[src/rtl/esr_pkg.sv]
package esr_pkg;
   localparam int ESR_W = 8;

   // Standard event bit positions
   localparam int EB_DONE      = 0;
   localparam int EB_BUSREQ    = 1;
   localparam int EB_QUERY_ERR = 2;
   localparam int EB_DEV_ERR   = 3;
   localparam int EB_EXEC_ERR  = 4;
   localparam int EB_CMD_ERR   = 5;
   localparam int EB_USER      = 6;
   localparam int EB_POWER     = 7;

   // Status byte positions
   localparam int SB_MAV = 4;
   localparam int SB_STD = 5;

   localparam logic [ESR_W-1:0] STD_DEAD = ESR_W'((1 << EB_USER) | (1 << EB_BUSREQ));
   localparam logic [ESR_W-1:0] STD_INIT = ESR_W'(1 << EB_POWER);

   localparam int ADDR_STD_MASK = 0;
   localparam int ADDR_STD_EV   = 1;
endpackage

[src/rtl/esr_event_reg.sv]
module esr_event_reg #(
   parameter int                W      = 8,
   parameter logic [W-1:0]      DEAD   = '0,
   parameter logic [W-1:0]      INIT   = '0
) (
   input  logic         clk,
   input  logic         rst_n,
   input  logic [W-1:0] set_i,
   input  logic         wipe_i,
   output logic [W-1:0] q_o
);
   localparam logic [W-1:0] LIVE = ~DEAD;

   logic [W-1:0] q;
   logic [W-1:0] keep;
   logic [W-1:0] nxt;

   generate
      if (W < 1) begin : g_bad_w
         $error("esr_event_reg: W must be at least 1");
      end
   endgenerate

   // Per-bit next state, dead positions tied off structurally
   generate
      for (genvar b = 0; b < W; b++) begin : g_bit
         if (DEAD[b]) begin : g_dead
            assign nxt[b] = 1'b0;
         end else begin : g_live
            assign keep[b] = q[b] & ~wipe_i;
            assign nxt[b]  = keep[b] | set_i[b];
         end
         if (DEAD[b]) begin : g_keep0
            assign keep[b] = 1'b0;
         end
      end
   endgenerate

   always_ff @(posedge clk or negedge rst_n) begin
      if (!rst_n) q <= INIT & LIVE;
      else        q <= nxt;
   end

   assign q_o = q;

   AST_DEAD_BITS: assert property (@(posedge clk) disable iff (!rst_n)
      (q & DEAD) == '0);
   AST_STICKY: assert property (@(posedge clk) disable iff (!rst_n)
      !wipe_i |=> ((q & $past(q)) == $past(q)));
   AST_WIPE_EMPTY: assert property (@(posedge clk) disable iff (!rst_n)
      (wipe_i && set_i == '0) |=> (q == '0));
   AST_NEW_KEPT: assert property (@(posedge clk) disable iff (!rst_n)
      ((set_i & LIVE) != '0) |=> ((q & $past(set_i & LIVE)) == $past(set_i & LIVE)));
endmodule

[src/rtl/esr_mask_reg.sv]
module esr_mask_reg #(
   parameter int W = 8
) (
   input  logic         clk,
   input  logic         rst_n,
   input  logic         we_i,
   input  logic [W-1:0] d_i,
   output logic [W-1:0] q_o
);
   logic [W-1:0] q;

   always_ff @(posedge clk or negedge rst_n) begin
      if (!rst_n)    q <= '0;
      else if (we_i) q <= d_i;
   end

   assign q_o = q;

   AST_MASK_HOLD: assert property (@(posedge clk) disable iff (!rst_n)
      !we_i |=> $stable(q));
   AST_MASK_LOAD: assert property (@(posedge clk) disable iff (!rst_n)
      we_i |=> (q == $past(d_i)));
endmodule

[src/rtl/esr_summary.sv]
module esr_summary #(
   parameter int W = 8
) (
   input  logic [W-1:0] ev_i,
   input  logic [W-1:0] mask_i,
   output logic         hit_o
);
   logic [W-1:0] both;
   assign both  = ev_i & mask_i;
   assign hit_o = |both;
endmodule

[src/rtl/esr_unit.sv]
module esr_unit
   import esr_pkg::*;
#(
   parameter int             N_AUX    = 2,
   parameter logic [7:0]     AUX_DEAD = 8'h00,
   localparam int            N_REG    = 2 * (N_AUX + 1),
   localparam int            ADDR_W   = (N_REG > 2) ? $clog2(N_REG) : 1
) (
   input  logic                  clk,
   input  logic                  rst_n,
   input  logic [ESR_W-1:0]      std_evt_i,
   input  logic [8*N_AUX-1:0]    aux_evt_i,
   input  logic                  clr_i,
   input  logic                  sys_err_i,
   input  logic                  mav_i,
   input  logic                  reg_wr_i,
   input  logic                  reg_rd_i,
   input  logic [ADDR_W-1:0]     reg_addr_i,
   input  logic [ESR_W-1:0]      reg_wdata_i,
   output logic [ESR_W-1:0]      reg_rdata_o,
   output logic [ESR_W-1:0]      stb_o
);
   generate
      if (N_AUX < 1 || N_AUX > 4) begin : g_bad_aux
         $error("esr_unit: N_AUX must be in 1..4 (summary bits 0..3)");
      end
   endgenerate

   logic [ESR_W-1:0] std_ev, std_mask;
   logic             std_hit, std_we, std_wipe;
   logic             wr_ok;
   logic [ESR_W-1:0] aux_ev   [N_AUX];
   logic [ESR_W-1:0] aux_mask [N_AUX];
   logic [N_AUX-1:0] aux_hit;
   logic [ESR_W-1:0] rd_mux;
   logic [ESR_W-1:0] rdata_q;

   assign wr_ok    = reg_wr_i & ~sys_err_i;
   assign std_we   = wr_ok & (reg_addr_i == ADDR_W'(ADDR_STD_MASK));
   assign std_wipe = clr_i | (reg_rd_i & (reg_addr_i == ADDR_W'(ADDR_STD_EV)));

   esr_event_reg #(.W(ESR_W), .DEAD(STD_DEAD), .INIT(STD_INIT)) u_std_ev (
      .clk(clk), .rst_n(rst_n), .set_i(std_evt_i), .wipe_i(std_wipe), .q_o(std_ev));

   esr_mask_reg #(.W(ESR_W)) u_std_mask (
      .clk(clk), .rst_n(rst_n), .we_i(std_we), .d_i(reg_wdata_i), .q_o(std_mask));

   esr_summary #(.W(ESR_W)) u_std_sum (
      .ev_i(std_ev), .mask_i(std_mask), .hit_o(std_hit));

   generate
      for (genvar k = 0; k < N_AUX; k++) begin : g_aux
         localparam int A_MASK = 2 + 2 * k;
         localparam int A_EV   = 3 + 2 * k;
         logic we_k, wipe_k;
         assign we_k   = wr_ok & (reg_addr_i == ADDR_W'(A_MASK));
         assign wipe_k = clr_i | (reg_rd_i & (reg_addr_i == ADDR_W'(A_EV)));

         esr_event_reg #(.W(ESR_W), .DEAD(AUX_DEAD), .INIT('0)) u_ev (
            .clk(clk), .rst_n(rst_n), .set_i(aux_evt_i[8*k +: 8]),
            .wipe_i(wipe_k), .q_o(aux_ev[k]));

         esr_mask_reg #(.W(ESR_W)) u_mask (
            .clk(clk), .rst_n(rst_n), .we_i(we_k), .d_i(reg_wdata_i), .q_o(aux_mask[k]));

         esr_summary #(.W(ESR_W)) u_sum (
            .ev_i(aux_ev[k]), .mask_i(aux_mask[k]), .hit_o(aux_hit[k]));
      end
   endgenerate

   always_comb begin
      rd_mux = '0;
      if (reg_addr_i == ADDR_W'(ADDR_STD_MASK)) rd_mux = std_mask;
      if (reg_addr_i == ADDR_W'(ADDR_STD_EV))   rd_mux = std_ev;
      for (int k = 0; k < N_AUX; k++) begin
         if (reg_addr_i == ADDR_W'(2 + 2 * k)) rd_mux = aux_mask[k];
         if (reg_addr_i == ADDR_W'(3 + 2 * k)) rd_mux = aux_ev[k];
      end
   end

   always_ff @(posedge clk or negedge rst_n) begin
      if (!rst_n)        rdata_q <= '0;
      else if (reg_rd_i) rdata_q <= rd_mux;
   end
   assign reg_rdata_o = rdata_q;

   always_comb begin
      stb_o         = '0;
      stb_o[SB_MAV] = mav_i;
      stb_o[SB_STD] = std_hit;
      for (int k = 0; k < N_AUX; k++) stb_o[k] = aux_hit[k];
   end

   AST_READ_OLD: assert property (@(posedge clk) disable iff (!rst_n)
      (reg_rd_i && reg_addr_i == ADDR_W'(ADDR_STD_EV)) |=> (reg_rdata_o == $past(std_ev)));
   AST_ERR_LOCK: assert property (@(posedge clk) disable iff (!rst_n)
      sys_err_i |=> (std_mask == $past(std_mask)));
   AST_CLR_DROPS_SUM: assert property (@(posedge clk) disable iff (!rst_n)
      (clr_i && std_evt_i == '0) |=> !stb_o[SB_STD]);
endmodule

[config.mk]
export PLATFORM = sky130hd
export DESIGN_NAME = esr_unit
export DESIGN_NICKNAME = d
export VERILOG_FILES = /design/src/rtl/esr_pkg.sv /design/src/rtl/esr_event_reg.sv /design/src/rtl/esr_mask_reg.sv /design/src/rtl/esr_summary.sv /design/src/rtl/esr_unit.sv
export SDC_FILE = /design/constraint.sdc
export NUM_CORES = 1
export LEC_CHECK = 0
export ABC_AREA = 1
export BUFFER_PORTS_ARGS = -buffer_cell sky130_fd_sc_hd__buf_2
export CORE_MARGIN = 2
export CORE_UTILIZATION = 50
export DETAILED_ROUTE_END_ITERATION = 6
export GPL_ROUTABILITY_DRIVEN = 0
export PLACE_DENSITY = 0.83
export SLEW_MARGIN = 10
export SYNTH_ARGS = -nofsm -noshare
export SYNTH_HDL_FRONTEND = slang
export SYNTH_SLANG_ARGS = --single-unit
[constraint.sdc]
create_clock -name clk -period 3.6 [get_ports clk]
set_clock_uncertainty 0.1 [all_clocks]
set_input_delay 0.72 -clock clk [delete_from_list [all_inputs] [get_ports clk]]
set_output_delay 0.72 -clock clk [all_outputs]
set_load 0.01 [all_outputs]
==> results of run 1 <==
## Yosys cell counts (6+ instances only)
cell type   n
nand2_1    81
nand3_1     9
o21bai_1   11
dfrtp_1    53
o21ai_1    10
a21oi_1    10
buf_4       9
nor2_1     22
o21ai_2    17
inv_1      39
a31o_2      6
## flip-flops by register name, indices dropped and copies added (netlist names)
register and flops:
reg_rdata_o 8, g_aux.u_ev.q_o 16, g_aux.u_mask.q_o 16, u_std_mask.q_o 8, u_std_ev.q_o 6
## power by group
| group | switching [mW] | internal [mW] |
|---|---|---|
| logic | 0.177 | 0.123 |
| registers | 0.0601 | 0.691 |
| clock network | 0.201 | 0.209 |
| total | 0.439 | 1.02 |
## per-layer routing
| layer | part of all wire [%] | wire length, microns | GRT usage, % | up-vias |
|---|---|---|---|---|
| met5 | 0 | 0 | 0 | - |
| met1 | 45 | 2670 | 28.1 | 1026 |
| li1 | - | - | - | 1110 |
| met3 | 4.2 | 250 | 4.02 | 12 |
| met4 | 2.6 | 153 | 9.82 | 0 |
| met2 | 49 | 2910 | 34.6 | 61 |
## cell families (layout without fill, tap and decap cells)
kind of cell,Yosys count,in the layout,synth area share (%)
other cells,1,4,0.136
flops,54,54,49.0
compound gates,71,71,18.3
buf+inv,58,102,9.79
simple gates,133,133,22.8
## path summary, 6_finish.rpt
kind	slack (ns)	cells after the start	start	to
setup reg to reg	2.49	6	u_std_ev.q_o[5]	reg_rdata_o[5]
setup / recovery	1.43	5	u_std_ev.q_o[0]	stb_o[5]
hold / removal	0.34	1	rst_n	u_std_ev.q_o[3]
hold reg to reg	0.38	2	reg_rdata_o[2]	reg_rdata_o[2]
max in group asynchronous	2.28	2	rst_n	g_aux[1].u_ev.q_o[2]
min in group clk	0.38	2	reg_rdata_o[2]	reg_rdata_o[2]
## worst max-delay path, cell delays in order (launching register included)
cell	delay (ns)
dfrtp_1	0.41
nand2_1	0.07
nand2_1	0.05
a221oi_1	0.23
nand3_1	0.12
buf_2	0.16
## layout make-up
type	instances	area (sq um)	area share (%)
Clock buffer	5	68.8	2.20
Clock inverter	3	43.8	1.40
Inverter	44	168	5.37
Multi-Input combinational cell	208	1150	36.8
Sequential cell	54	1350	43.3
Tap cell	72	90.1	2.88
Timing Repair Buffer	50	253	8.09
## stage by stage
step / worst slack (ns) / power, mW / hold WS [ns] / instance area [sq um]
finish: 1.43 / 1.46 / 0.342 / 3120
global route: 1.29 / 1.54 / 0.399 / 3120
CTS: 1.42 / 1.47 / 0.357 / 3120
detailed placement: 1.62 / 1.06 / 0.367 / 3010
global placement: 1.67 / 1.05 / 0.358 / 3010
floorplan: 1.80 / 0.966 / 0.324 / 2770
==> out/summary.md, run 1 <==
Summing the sequential cell areas from Yosys gives 49.0% of the chip area. The logs give 21.4% for the total global-route track usage and 0 for the count of nets left with antenna violations after detail routing. The clock reaches the later pin of the worst-skew pair after 0.31 ns.

Summed over its instances, the top area cell type makes up 48.1% of the synthesized netlist area. Yosys mapped a number of flops with a built-in enable equal to 0. The logs give 0 for the number of hold buffers added after cts and 0.00276 sq mm for the post-synth design cell area. For the wire length of the first global-routing pass, the log shows 10200 microns.

Synthesized area divided by synthesized cell count: 8.71 sq um. The DRC violation count after routing was 0; the count of antenna diodes in the layout was 0. The number of antenna violations at the first check in global routing was 0.

In this run the vertical extent of the chip is 78.3 microns. The tool flagged a number of max-cap violations equal to 0. The quantity of gates resized following cts came out at 0. The via count of the first global-routing pass came out at 2148.

Critical path launch point type: a flop. The row count is 27. The net count of the finished layout is 405.

Dividing the detail-routed wire length by the instance count gives 13.7 microns. In this run, CTS created clock tree buffers numbering 5. For this run the aggregate overflow at the end of global routing stands at 0. Static timing analysis puts the maximum clock frequency at 460 MHz. The critical path is of the reg2out type. The logs give 32 for the count of cell types in the netlist and 2209 for the total via count in the routed design.

The worst setup path is captured at an output port. Class of the most critical hold timing path: in2async. The half-perimeter wire length after placement came out at 4630 microns. After routing, the total negative slack on setup checks comes to 0 ns.

The routed design could run at a clock period as short as 2.17 ns. The number of fillers in the final layout was 466; the maximum ir drop on the vdd rail was 0.261 mV. For this design the ratio of total power to cell area is 468 mW/mm^2. The synthesized flop and latch total was 54. 58 I/O pins were placed. The run gives 2 as the largest buffer count on any clock path. The biggest area contributor in the post-synthesis netlist is dfrtp_1.

Once the floorplan was initialized, standard cells occupied 51.1% of the core. Buffers added to address setup during post-CTS repair amount to 0. From synthesis to final layout, the design area changed by 13.2%. The leakage power total is 1.67 nW, and the width of the die is 78.3 microns. The share of the clock period used by the worst path after layout was 60.4%; the number of placed instances with taps included was 428. After detailed routing, the total wire length is 5980 microns. The final setup violation count was 0; the detailed-routing iteration count for the pre-antenna-repair pass was 4. The max-slew violation total from the final report came out at 0.

The total number of clock tree sinks is 54, and the maximum fanout along the worst path is 3. Entering global routing, the biggest net connects 32 pins. The critical path required time is 2.78 ns. TritonCTS built the clock tree. Data arrival time of the critical path: 1.35 ns. The run gives 436 as the final cell count without fillers. Counting flops with an async set or reset pin after synthesis yields a share of 100%. The count of port buffers added during placement was 49. The run gives 0.00541 sq mm as the total core area. The clock slew at the register clock pins of the worst setup and hold paths is 0.10 ns. Sorting the synthesized cells by area gives the leading types as dfrtp_1, nand2_1, o21ai_2.

Setup repair after global routing left no endpoint under its margin. Once layout is complete, the utilization of the core stands at 57.8%. In this run, the number of DRC markers left after iteration 0 of detailed routing was 213.

The library cell used most frequently in the layout, excluding fill and tap cells, is nand2_1. In this run the clock root is driven by a clkbuf_8. The Yosys warning count is 0, and the instance count of the mapped netlist is 317. Hold violation count in the final report: 0. At the pin with the least slew margin, the transition time is 0.694 ns.

The detailed-route vias per instance came out at 5.07. The tightest slew margin relative to the limit came out at 53.8%. The library cells used most frequently in the layout, excluding fill and tap cells, are nand2_1, dfrtp_1, buf_2. The run finished with clean final reports. The most used flip-flop cell after synthesis is dfrtp_1. The run gives 2 as the H-tree depth reported by CTS. The die covers 0.00613 sq mm.

Share of post-route cells with drive strength above 1: 28.6%.
(Power assumes the default switching activity.)
==> inputs of run 2 (changes only) <==
Settings changed: ABC_AREA 1 to 0, CORE_UTILIZATION 50 to 48, PLACE_DENSITY 0.83 to 0.84.
Clock period 3.6 ns to 1.85 ns, I/O delays scaled along.
==> run 2 against run 1 <==
Design area fell by 5.4%. Hold slack got worse by 0.21 ns. Register-to-register slack got worse by 2.0 ns. Clock-buffer cell count rose by 2. Die area fell by 3.7%. Critical path depth fell by 2. Via count fell by 18%. Power rose by 93%. Final cell count fell by 26%. Synthesized area fell by 7.8%. Critical endpoint is now stb_o[1]. Largest cell class unchanged.
==> out/summary.md, run 2 <==
Setup repair after global routing left no endpoint under its margin. In this run, the number of DRC markers left after iteration 0 of detailed routing was 140. The final setup TNS is 0 ns, and the hold violation count in the final report is 0.

The run gives 0 as the DRC violation count after routing. Walking the worst path, the cells encountered are a22oi_1, nand4_1, buf_2. In the synthesized netlist, the cells that appear most often are dfrtp_1, mux2_2, a21o_1, a22oi_1. Counting tap cells, the placed design contains a total of 314 instances.

After global routing the overflow that remains totals 0. The worst-skew pair later-pin latency was 0.30 ns. For this run, the detailed router's first-pass iteration total came to 4. The die covers 0.00590 sq mm. For the H-tree depth reported by CTS, the log shows 2.

The number of antenna violations at the first check in global routing came out at 0. Excluding fillers, the count of instances in the completed layout stands at 323. The critical path launch point type was a flop.

The buffers plus inverters on the worst setup path is 1. The clock period minus worst slack was 1.71 ns. The die extent in y works out to 76.8 microns. The leading area contributor after synthesis is dfrtp_1.

Post-synth design cell area: 0.00255 sq mm. In this design, the stage delay of the slowest critical-path cell is 0.40 ns. At the worst endpoint, the required time is 1.38 ns.

After detailed routing, the number of vias per cell comes to 5.59. The total via count in the routed design was 1807; the data arrival time of the critical path was 1.24 ns. After layout, the worst path uses 92.3% of the clock period. The logs give 55 for the largest net degree at the start of global routing and 53.1% for the sequential fraction of the synthesis area. At the pin with the least slew margin, the transition time is 0.532 ns. The capturing element type of the critical path was an output port. The width of the die is 76.8 microns. Setup violations remaining at the end of the flow were counted as 0.

The row count is 26. The total number of clock tree sinks was 54. The post-synthesis async set-or-reset flop share came out at 100%.

The highest clock frequency the design can meet is 585 MHz. The library cell used most frequently in the layout, excluding fill and tap cells, is dfrtp_1. The routed wirelength normalized by instance count is 16.3 microns. For this run, the leading register cell type out of synthesis is dfrtp_1. In this run, synthesis inferred 0 flip-flops with an integrated enable. The leakage power total came out at 1.37 nW.

Among cell families on the critical path, the largest total delay comes from flip-flops. Compared with the post-synthesis result, the final layout area differs by 16.0%. By startpoint and endpoint, the worst setup path is classified as reg2out. The first global-routing pass estimated 8960 microns of wire. The net count of the finished layout is 294. After synthesis, the mean cell area works out to 12.5 sq um. Along the worst path, the maximum fanout reaches 3.

The logs give 0 for the max-slew violation total from the final report and 5270 microns for the routed wire length. In this run the clock root is driven by a clkbuf_8. The clock slew at the register clock pins of the worst setup and hold paths came out at 0.09 ns. After legalization and detailed placement, the total HPWL measured 4010 microns. The starting density of the core came out at 49.9%. The total core area came out at 0.00511 sq mm.

The placement-stage cell area was 0.00283 sq mm. The run gives 0.00295 sq mm as the design area. The repair_antennas step left the layout with diodes totalling 0. Most frequent cell after synthesis: dfrtp_1. Synthesis produced 203 cells. The clock buffer count from CTS was 5; the share of post-route cells with drive strength above 1 was 37.5%. TritonCTS built the clock tree.

The run finished with clean final reports. The via count of the first global-routing pass was 1792; the number of fillers in the final layout was 453. During synthesis, Yosys emitted a total of 0 warnings.

In this run the remaining antenna-violating nets after routing total 0. By area the synthesized netlist is led by dfrtp_1, mux2_2, a21o_1. In this run, distinct cell masters in the synthesized netlist total 37.

For this design, the slowest cell found on the critical path is dfrtp_1. The count of port buffers added during placement works out to 49. In the global route stage, overall resource usage came out at 19.4%. The design draws 2.82 mW.

The library cells used most frequently in the layout, excluding fill and tap cells, are dfrtp_1, buf_2, mux2_2. The tightest slew margin relative to the limit came out at 64.4%. The max-capacitance violation count was 0.

The maximum ir drop on the vdd rail was 0.598 mV; the area fraction of the dominant cell type after synthesis was 52.1%. Pin placement for this block handled 58 I/O pins. The clock passes through at most 2 buffers. The power density of the placed cells is 955 mW/mm^2, and the synthesized flop and latch total is 54. The tightest min-delay check is of the in2reg type.
[run 2: worst paths after layout]
path / from / endpoint / slack, ns / cells after the start
max: g_aux[1].u_ev.q_o[6] / stb_o[1] / 0.14 / 3
min: aux_evt_i[2] / g_aux[0].u_ev.q_o[2] / 0.14 / 2
max reg2reg: g_aux[0].u_ev.q_o[3] / reg_rdata_o[3] / 0.45 / 4
min reg2reg: reg_rdata_o[7] / reg_rdata_o[7] / 0.41 / 1
max in group asynchronous: rst_n / u_std_ev.q_o[7] / 0.90 / 3
min in group asynchronous: rst_n / u_std_mask.q_o[7] / 0.47 / 3
[run 2: stage by stage]
stage	hold WS, ns	worst slack (ns)	util [%]
floorplan	-0.0256	0.427	-
global placement	0.283	0.143	55.4
detailed placement	0.286	0.106	55.4
CTS	0.127	0.127	57.8
global route	0.125	0.0710	57.8
finish	0.136	0.142	57.8
[run 2: final cells by class]
type	instances	area [sq um]	area share, %
clock buffers	7	86.3	2.92
clock inverters	1	30.0	1.02
inverters	4	15.0	0.508
multi-input cells	132	1080	36.5
flip-flops and latches	54	1350	45.8
well taps	70	87.6	2.96
repair buffers	55	305	10.3
[run 2: kinds of logic after synthesis]
logic type      Yosys count  synth area share (%)
compound gates           63                  17.7
buf+inv                  20                  5.01
other cells               1                 0.147
mux                      34                  16.4
flops                    54                  53.1
simple gates             31                  7.67
[run 2: report_power, final]
group,leakage (nW),switching [mW],total (mW),internal (mW)
registers,0.630,0.132,1.49,1.36
clock network,0.0585,0.355,0.796,0.441
logic,0.684,0.243,0.533,0.290
total,1.37,0.730,2.82,2.09
[run 2: metal layers]
layer | vias to the layer above | part of all wire (%) | GRT usage [%] | routed length, microns
met3 | 9 | 5.8 | 3.88 | 308
met2 | 61 | 48 | 31.6 | 2530
met1 | 892 | 45 | 26.3 | 2350
met4 | 0 | 1.5 | 5.82 | 80
met5 | - | 0 | 0 | 0
li1 | 845 | - | - | -
[run 2: repair_timing]
item	CTS	global route
hold buffers	1	0
hold endpoints to repair	53	0
setup buffers	0	0
gates resized for setup	0	0
